==> config.mk <==
export PLATFORM = sky130hd
export DESIGN_NAME = dcvi_top
export DESIGN_NICKNAME = d
export VERILOG_FILES = /design/src/rtl/dcvi_pkg.sv /design/src/rtl/dcvi_chain.sv /design/src/rtl/dcvi_grp_stack.sv /design/src/rtl/dcvi_top.sv
export SDC_FILE = /design/constraint.sdc
export NUM_CORES = 1
export LEC_CHECK = 0
export BUFFER_PORTS_ARGS = -buffer_cell sky130_fd_sc_hd__buf_2
export CAP_MARGIN = 20
export CORE_AREA = 4 4 41 43
export CTS_CLUSTER_DIAMETER = 30
export DETAILED_ROUTE_END_ITERATION = 6
export DIE_AREA = 0 0 45 47
export PLACE_DENSITY = 0.69
export SYNTH_ARGS = -nofsm -noshare
export SYNTH_HDL_FRONTEND = slang
export SYNTH_SLANG_ARGS = --single-unit
==> constraint.sdc <==
create_clock -name clk -period 2.64 [get_ports clk]
set_input_delay 0.132 -clock clk [delete_from_list [all_inputs] [get_ports clk]]
set_output_delay 0.132 -clock clk [all_outputs]
set_load 0.05 [all_outputs]
==> src/rtl/dcvi_pkg.sv <==
package dcvi_pkg;
    localparam int DCVI_NUM_DEV    = 8;
    localparam int DCVI_NUM_GRP    = 2;
    localparam int DCVI_VEC_W      = 8;
    localparam int DCVI_VEC_STRIDE = 4;
    localparam int DCVI_STK_DEPTH  = 2;
endpackage

==> src/rtl/dcvi_chain.sv <==
module dcvi_chain #(
    parameter int N = 8
) (
    input  logic [N-1:0] req_elig,
    input  logic         ack_in,
    output logic [N-1:0] ack_out
);
    logic [N:0] pass;

    assign pass[0] = ack_in;

    generate
        for (genvar i = 0; i < N; i++) begin : g_link
            // a requesting link keeps the acknowledge, an idle link forwards it
            assign ack_out[i]  = pass[i] & req_elig[i];
            assign pass[i + 1] = pass[i] & ~req_elig[i];
        end
    endgenerate
endmodule

==> src/rtl/dcvi_grp_stack.sv <==
module dcvi_grp_stack #(
    parameter int DEPTH = 2,
    parameter int GRP_W = 1
) (
    input  logic             clk,
    input  logic             rst_n,
    input  logic             push,
    input  logic [GRP_W-1:0] push_grp,
    input  logic             pop,
    output logic             empty,
    output logic             full,
    output logic [GRP_W-1:0] top_grp
);
    localparam int CNT_W = $clog2(DEPTH + 1);

    typedef struct packed {
        logic [CNT_W-1:0]            cnt;
        logic [DEPTH-1:0][GRP_W-1:0] lvl;
    } stk_t;

    stk_t st_d, st_q;
    logic [CNT_W-1:0] base;

    always_comb begin
        st_d = st_q;
        base = st_q.cnt;
        if (pop && st_q.cnt != '0) begin
            base = st_q.cnt - CNT_W'(1);
        end
        st_d.cnt = base;
        if (push) begin
            for (int k = 0; k < DEPTH; k++) begin
                if (CNT_W'(k) == base) begin
                    st_d.lvl[k] = push_grp;
                end
            end
            st_d.cnt = base + CNT_W'(1);
        end
    end

    always_ff @(posedge clk) begin
        if (!rst_n) begin
            st_q <= '0;
        end else begin
            st_q <= st_d;
        end
    end

    always_comb begin
        top_grp = '0;
        for (int k = 0; k < DEPTH; k++) begin
            if (CNT_W'(k + 1) == st_q.cnt) begin
                top_grp = st_q.lvl[k];
            end
        end
    end

    assign empty = (st_q.cnt == '0);
    assign full  = (st_q.cnt == CNT_W'(DEPTH));

    AST_NO_OVERFLOW: assert property (@(posedge clk) disable iff (!rst_n)
        push |-> !full);
    AST_POP_RESTORES: assert property (@(posedge clk) disable iff (!rst_n)
        (pop && !push && !empty) |=> (st_q.cnt == $past(st_q.cnt) - CNT_W'(1)));
    AST_EMPTY_POP_IGNORED: assert property (@(posedge clk) disable iff (!rst_n)
        (pop && !push && empty) |=> empty);
endmodule

==> src/rtl/dcvi_top.sv <==
module dcvi_top
    import dcvi_pkg::*;
#(
    parameter int NUM_DEV    = DCVI_NUM_DEV,
    parameter int NUM_GRP    = DCVI_NUM_GRP,
    parameter int VEC_W      = DCVI_VEC_W,
    parameter int VEC_STRIDE = DCVI_VEC_STRIDE,
    parameter int STK_DEPTH  = DCVI_STK_DEPTH
) (
    input  logic               clk,
    input  logic               rst_n,
    input  logic [NUM_DEV-1:0] dev_req,
    input  logic               cpu_ack,
    input  logic               cpu_ie,
    input  logic               eos,
    output logic               irq,
    output logic [NUM_DEV-1:0] dev_ack,
    output logic [VEC_W-1:0]   vector
);
    localparam int DEV_PER_GRP = NUM_DEV / NUM_GRP;
    localparam int GRP_W       = (NUM_GRP > 1) ? $clog2(NUM_GRP) : 1;

    logic               stk_empty, stk_full;
    logic [GRP_W-1:0]   top_grp;
    logic [NUM_GRP-1:0] grp_ok;
    logic [NUM_DEV-1:0] req_elig;
    logic               grant;
    logic [GRP_W-1:0]   grant_grp;

    assign irq = |dev_req;

    generate
        for (genvar g = 0; g < NUM_GRP; g++) begin : g_grp
            // strictly higher group (lower number) may nest while disabled
            assign grp_ok[g] = !stk_full &&
                (cpu_ie || (!stk_empty && (GRP_W'(g) < top_grp)));
        end
        for (genvar i = 0; i < NUM_DEV; i++) begin : g_dev
            assign req_elig[i] = dev_req[i] & grp_ok[i / DEV_PER_GRP];
        end
    endgenerate

    dcvi_chain #(.N(NUM_DEV)) u_chain (
        .req_elig (req_elig),
        .ack_in   (cpu_ack),
        .ack_out  (dev_ack)
    );

    assign grant = |dev_ack;

    always_comb begin
        vector    = '0;
        grant_grp = '0;
        for (int i = 0; i < NUM_DEV; i++) begin
            if (dev_ack[i]) begin
                vector    = VEC_W'(i * VEC_STRIDE);
                grant_grp = GRP_W'(i / DEV_PER_GRP);
            end
        end
    end

    dcvi_grp_stack #(.DEPTH(STK_DEPTH), .GRP_W(GRP_W)) u_stack (
        .clk      (clk),
        .rst_n    (rst_n),
        .push     (grant),
        .push_grp (grant_grp),
        .pop      (eos),
        .empty    (stk_empty),
        .full     (stk_full),
        .top_grp  (top_grp)
    );

    AST_ACK_ONEHOT: assert property (@(posedge clk) disable iff (!rst_n)
        $onehot0(dev_ack));
    AST_ACK_NEEDS_CPU: assert property (@(posedge clk) disable iff (!rst_n)
        (dev_ack != '0) |-> cpu_ack);
    AST_ACK_HAS_REQ: assert property (@(posedge clk) disable iff (!rst_n)
        ((dev_ack & ~dev_req) == '0));
    AST_VEC_IDLE: assert property (@(posedge clk) disable iff (!rst_n)
        (dev_ack == '0) |-> (vector == '0));
    AST_MASKED_NEST: assert property (@(posedge clk) disable iff (!rst_n)
        (grant && !cpu_ie) |-> !stk_empty);
    AST_FULL_BLOCKS: assert property (@(posedge clk) disable iff (!rst_n)
        stk_full |-> (dev_ack == '0));
endmodule

# == Yosys cells after proc, flatten, opt, wreduce, memory -nomap -nowiden ==
# Cells that the tools add are included.
# word_totals
register_bits,4
inputBits,13
out_inout_bits,17
wordCells,74
# classes
add_sub_neg,2
magnitude_cmp,2
n_eq_ne,4
mux,17
bitwise_logic,30
reduce_logical,16
# ops
op,count
8-bit two-way mux,6
1-bit bitwise AND,23
8-bit OR reduction,2
1-bit two-way mux,8
1-bit NOT,7
1-bit logical AND,5
"1-bit by 2-bit equality test with 1-bit output, first input constant",2
2-bit logical NOT,2
4-bit two-way mux,1
2-bit AND reduction,2
3-bit two-way mux,1
"2-bit by 1-bit adder with 2-bit output, second input constant",1
"2-bit equality test, first input constant",1
"2-bit equality test, second input constant",1
1-bit logical NOT,2
1-bit logical OR,2
"1-bit < comparator, first input constant",2
2-bit two-way mux,1
2-bit nonzero test,1
"2-bit by 1-bit subtractor with 2-bit output, second input constant",1

# == Logic depth before layout (Yosys ltp) ==
# logic_depth
depth_word,20
ltp_mapped,9
mapped_depth_nobuf,9

# == Modules after synthesis ==
# Synthesis repeated with hierarchy kept, for this count alone.
# hier_totals
cells_unflattened,79
hier_area_um2,585.6
# modules_own_cells
mod,instances,cells_each,area_each_um2,seq_area_each_um2
dcvi_grp_stack,1,33,279.0,80.1
dcvi_top,1,34,202.7,0.0
dcvi_chain,1,12,103.8,0.0

# == Worst setup path after synthesis ==
# No wires, ideal clock.
# synth_path
kind,reg-to-output
start,reg u_stack.st_q[2] in the netlist's numbering
end,out vector[2]
arrival_ns,1.937
setup_slack_ns,0.571
stages_incl_launch_ff,7
path_cell_list,dfxtp_1 inv_1 ha_1 nand3b_1 a21oi_1 and3_1 or3b_1
# synth_between
elab_chain_len,18
elab_cells_between_ends,52
cone_classes,order compare: 2; eq/ne: 3; mux: 9; bitwise: 29; reduce/logical: 9
# synth_lines
item,line_no,rtl
start: declaration,dcvi_grp_stack.sv:21,"stk_t st_d, st_q;"
start signal: assignment,dcvi_grp_stack.sv:45,st_q <= st_d;
1-bit by 2-bit equality test with 1-bit output,dcvi_grp_stack.sv:52,if (CNT_W'(k + 1) == st_q.cnt) begin
1-bit two-way mux (2 in a row),dcvi_grp_stack.sv:52,
1-bit < comparator,dcvi_top.sv:36,(cpu_ie || (!stk_empty && (GRP_W'(g) < top_grp)));
1-bit logical AND,dcvi_top.sv:36,
1-bit logical OR,dcvi_top.sv:36,
1-bit logical AND (*),dcvi_top.sv:35,assign grp_ok[g] = !stk_full &&
1-bit bitwise AND,dcvi_top.sv:39,assign req_elig[i] = dev_req[i] & grp_ok[i / DEV_PER_GRP];
1-bit NOT,dcvi_chain.sv:16,assign pass[i + 1] = pass[i] & ~req_elig[i];
1-bit bitwise AND (3 in a row),dcvi_chain.sv:16,
1-bit bitwise AND (*),dcvi_chain.sv:15,assign ack_out[i] = pass[i] & req_elig[i];
via dev_ack[3],dcvi_top.sv:17,"output logic [NUM_DEV-1:0] dev_ack,"
8-bit two-way mux (*) (5 in a row),dcvi_top.sv:55,if (dev_ack[i]) begin
end: declaration,dcvi_top.sv:18,output logic [VEC_W-1:0] vector
# The timed path passes the listed nets; every way through them passes the cells marked *.

# == Worst setup path after layout ==
# layout_path
start,reg u_stack.st_q[2] in the netlist's numbering
end,out vector[2]
# layout_between
elab_chain_len,18
elab_cells_between_ends,52
cone_classes,order compare: 2; eq/ne: 3; mux: 9; bitwise: 29; reduce/logical: 9
# layout_lines
item,line_no
1-bit by 2-bit equality test with 1-bit output,dcvi_grp_stack.sv:52
1-bit two-way mux (2 in a row),dcvi_grp_stack.sv:52
1-bit < comparator,dcvi_top.sv:36
1-bit logical AND,dcvi_top.sv:36
1-bit logical OR,dcvi_top.sv:36
1-bit logical AND,dcvi_top.sv:35
1-bit bitwise AND,dcvi_top.sv:39
1-bit NOT,dcvi_chain.sv:16
1-bit bitwise AND,dcvi_chain.sv:16
1-bit bitwise AND (on tied branches),"dcvi_chain.sv:15, dcvi_chain.sv:16"
3-bit two-way mux (tied with other cells),dcvi_top.sv:55
8-bit two-way mux (tied with other cells) (4 in a row),dcvi_top.sv:55
8-bit two-way mux / 1-bit bitwise AND (equally long branches),"dcvi_top.sv:55, dcvi_chain.sv:15"
8-bit two-way mux (*),dcvi_top.sv:55
# Mark *: on every way between the ends. The rest lies on a longest branch, timed or not.

==> Flow_metrics.wiki <==
{| class="wikitable"
! Metric !! Value
|-
| Status || completed
|-
| Number of clock buffers inserted by TritonCTS || 3
|-
| Crit-path max FO || 6
|-
| Number of top-level pins || 30
|-
| Post-layout instance count excluding filler cells || around 100
|-
| Final routed wirelength across all metal layers || between 1000 and 1500 um
|-
| Hold Fails Final Rpt || 0
|-
| Dpl hpwl || ~950 um
|-
| Clock-pin slew on the worst setup and hold paths || 0.04 ns
|-
| Synth Register Bits || 3
|-
| Fin Hold WS || 0.1774 ns
|-
| Worst voltage drop across the vdd grid || approximately 0.30 mV
|-
| Most flops, register || u_stack.st_q
|-
| Most numerous cell types in the synthesized netlist || sky130_fd_sc_hd__buf_4, sky130_fd_sc_hd__and3_1, sky130_fd_sc_hd__ha_1, sky130_fd_sc_hd__inv_1
|-
| Sequential fraction of the synthesis area || about 12%
|-
| Syn-to-layout area delta || 25.71%
|-
| Average size of a mapped cell || ~7.9 um2
|-
| Required time of the critical path || roughly 2.5 ns
|-
| Gate count of the mapped netlist || 61
|-
| Std-Cell Rows || 13
|-
| Die Width || between 40 and 50 um
|-
| Most frequently used cell type in the post-synthesis netlist || sky130_fd_sc_hd__buf_4
|-
| Count of yosys warnings during synthesis || 0
|-
| Largest net degree at the start of global routing || 7
|-
| Quantity of I/O buffers inserted on ports || 24
|-
| Sink Count || 3
|-
| End of the worst register-to-register path || u_stack.st_q[3]$_SDFF_PN0_
|-
| Synth top area cells || sky130_fd_sc_hd__ha_1, sky130_fd_sc_hd__dfxtp_1, sky130_fd_sc_hd__buf_4
|-
| Clock tree from TritonCTS || yes
|-
| Via count of the first global-routing pass || around 420
|-
| Number of enable flip-flop cells after synthesis || 0
|-
| Standard cell area after detailed placement || between 500 and 600 um2
|-
| Setup TNS || 0 ns
|-
| Worst setup path class || reg2out
|-
| Max-cap violation count || 0
|-
| Ordered cell list for the critical path || inv_1 > ha_1 > nor2b_1 > and3_1 > o221ai_1 > or3b_1 > buf_2
|-
| Post-route cell area || roughly 600 um2
|-
| Utilization of the core after routing || between 40 and 50%
|-
| Clock Tree Buf Depth || 2
|-
| Flip-flop cell with the highest count after synthesis || sky130_fd_sc_hd__dfxtp_1
|-
| Via count of the routed design || between 400 and 500
|-
| Starting density of the core || a little under two fifths
|-
| Cell count of the worst hold path || 2
|-
| Critical path's top delay family || simple AND/OR/NAND/NOR gates
|-
| Buffers and inverters on the worst path || 2
|-
| Kind of end point of the critical path || output pin
|-
| Setup slack of the most critical reg-to-reg path || ~0.91 ns
|-
| Critical Path Start Type || flip-flop
|-
| # DRC || 0
|-
| Async set-or-reset flop fraction in the synthesized netlist || 0%
|-
| Worst reg-to-reg path cell count || 8
|-
| Reg-to-reg startpoint || u_stack.st_q[3]$_SDFF_PN0_
|-
| Final setup vio count || 0
|-
| Time the worst path needs with I/O delays and setup || between 2 and 2.5 ns
|-
| CTS H-tree lvls || 1
|-
| Area leader, netlist || sky130_fd_sc_hd__ha_1
|-
| Sum of overflow across all layers after global routing || 0
|-
| Endpoint of the worst hold path || u_stack.st_q[3]$_SDFF_PN0_
|-
| Area share of the largest cell type after synthesis || around 13%
|-
| Count of buffers added by post-CTS timing repair for setup || 0
|-
| Post-route fraction of the period consumed by the critical path || between 70 and 80%
|-
| Hold buffer count at CTS || 0
|-
| Filler cell count || between 100 and 150
|-
| Vias per cell || ~5
|-
| Pins Over Slew Limit || 0
|-
| Setup repair after global routing missed its margin || no
|-
| PostCTS Resize Cnt || 0
|-
| Critical Path Slowest Stage Cell || sky130_fd_sc_hd__dfxtp_1
|-
| Total track usage || approximately 11%
|-
| Hold wc startpoint || rst_n
|-
| Count of antenna diodes in the layout || 0
|-
| Clock tree root buffer cell || sky130_fd_sc_hd__clkbuf_4
|-
| Placeable core region || between 1000 and 1500 um2
|-
| GP Congestion || ~0.70
|-
| Clock latency at the later pin of the worst-skew pair || 0.23 ns
|-
| Synthesized cell area || about 480 um2
|-
| Max FFs per register || 3
|-
| Regs by FF count || u_stack.st_q x3
|-
| Initial DRC count || 3
|-
| Die Height || around 47 um
|-
| Final routed wire length divided by cell count || 11.19 um
|-
| Achievable Freq || ~490 MHz
|-
| Power per unit of standard cell area || 591.0 nW/um2
|-
| Leakage power || around 0.36 nW
|-
| Total iterations of the first detailed-routing run || 4
|-
| Worst-case clock skew || 0.001031 ns
|-
| Data arrival time of the critical path || between 1.5 and 2 ns
|-
| Number of distinct library cell variants in the gate-level netlist after synthesis || 31
|-
| Initial antenna violation count || 0
|-
| Nets || 105
|-
| Wire length of the first global-routing pass || between 1500 and 2000 um
|-
| Die Area || ~2100 um2
|-
| Worst hold-check path type || in2reg
|-
| Share of cells above drive strength 1 || roughly 37%
|-
| Number of nets with antenna violations after routing || 0
|-
| Number of placed instances with taps included || 97
|-
| Largest stage delay on the critical path || about 0.32 ns
|}
per-stage QoR:
step	power, mW	setup slack (ns)
CTS	0.3628	0.5993
detailed placement	0.2776	0.8584
floorplan	0.2354	0.5707
global route	0.3935	0.4280
global placement	0.2703	0.8811
finish	0.3579	0.6082
area by class of cell:
| cell class | count | area (um2) | share of cell area, % |
|---|---|---|---|
| Multi-Input combinational cell | 50 | 361.6 | 59.71 |
| Timing Repair Buffer | 24 | 120.1 | 19.83 |
| Sequential cell | 3 | 60.06 | 9.917 |
| Clock buffer | 4 | 26.28 | 4.339 |
| Inverter | 5 | 18.77 | 3.099 |
| Tap cell | 15 | 18.77 | 3.099 |
worst register-to-register path, delay by kind of cell, from the launching register on:
family                     cells  cell delay (ns)
buffers and inverters          2             0.15
xor gates and xnor gates       1             0.29
and+or+nand+nor                1             0.19
AOI/OAI and AO/OA              2             0.23
DFF                            1             0.35
adders and majority gates      2             0.47
worst max-delay path by stage:
stage,startpoint,to,slack (ns),depth (start not counted)
3_5_place_dp,u_stack.st_q[2]$_SDFF_PN0_,vector[3],0.86,7
5_1_grt,u_stack.st_q[3]$_SDFF_PN0_,vector[3],0.43,7
3_3_place_gp,u_stack.st_q[2]$_SDFF_PN0_,vector[3],0.88,7
4_1_cts,u_stack.st_q[2]$_SDFF_PN0_,vector[3],0.60,7
2_1_floorplan,u_stack.st_q[2]$_SDFF_PN0_,vector[2],0.57,6
6_report,u_stack.st_q[2]$_SDFF_PN0_,vector[2],0.61,7
where the power goes:
part | internal [mW] | total [mW] | switching, mW | leakage, nW
combinational | 0.0819 | 0.211 | 0.129 | 0.316
clock | 0.0567 | 0.0806 | 0.0239 | 0.0150
sequential | 0.0583 | 0.0663 | 0.00801 | 0.0246
routing by layer:
layer  share of wire, %  track usage, %  vias up
li1                   -               -      256
met3                9.5               0        0
met2                 47           20.06       23
met1                 44           13.61      214
met4                  0           5.263        0
met5                  0               0        -
cell usage in the layout (no fill, tap or decap):
cell type                  count
sky130_fd_sc_hd__or3b_1        2
sky130_fd_sc_hd__ha_1          5
sky130_fd_sc_hd__and4b_4       1
sky130_fd_sc_hd__nand2b_1      3
sky130_fd_sc_hd__nor4_2        1
sky130_fd_sc_hd__conb_1        5
sky130_fd_sc_hd__a21oi_1       2
sky130_fd_sc_hd__o31ai_1       1
sky130_fd_sc_hd__inv_1         5
sky130_fd_sc_hd__and2_2        1
sky130_fd_sc_hd__and3_1        5
sky130_fd_sc_hd__nand2_1       3
sky130_fd_sc_hd__and2_1        1
sky130_fd_sc_hd__nor4_1        1
sky130_fd_sc_hd__clkbuf_4      3
sky130_fd_sc_hd__a31o_2        1
sky130_fd_sc_hd__nor3_1        1
sky130_fd_sc_hd__o311a_1       1
sky130_fd_sc_hd__a21o_1        1
sky130_fd_sc_hd__clkbuf_1      1
sky130_fd_sc_hd__nor2_1        3
sky130_fd_sc_hd__o211ai_1      2
sky130_fd_sc_hd__nor2b_1       3
sky130_fd_sc_hd__xnor2_1       1
sky130_fd_sc_hd__o21ai_1       1
sky130_fd_sc_hd__o211a_1       1
sky130_fd_sc_hd__nand3b_1      1
sky130_fd_sc_hd__and3b_1       1
sky130_fd_sc_hd__a211oi_2      1
sky130_fd_sc_hd__buf_2        24
sky130_fd_sc_hd__dfxtp_1       3
sky130_fd_sc_hd__o221ai_1      1
cells by family after synthesis:
family,after synthesis,share of synthesized area [%]
AO/OA/AOI/OAI,12,19.74
XOR/XNOR,1,1.819
adder cells (fa/ha/maj),5,12.99
buffers and inverters,12,15.58
flip-flops,3,12.47
other,1,0.7785
AND/OR/NAND/NOR,27,36.63
Power figures use the tool's default switching activity.
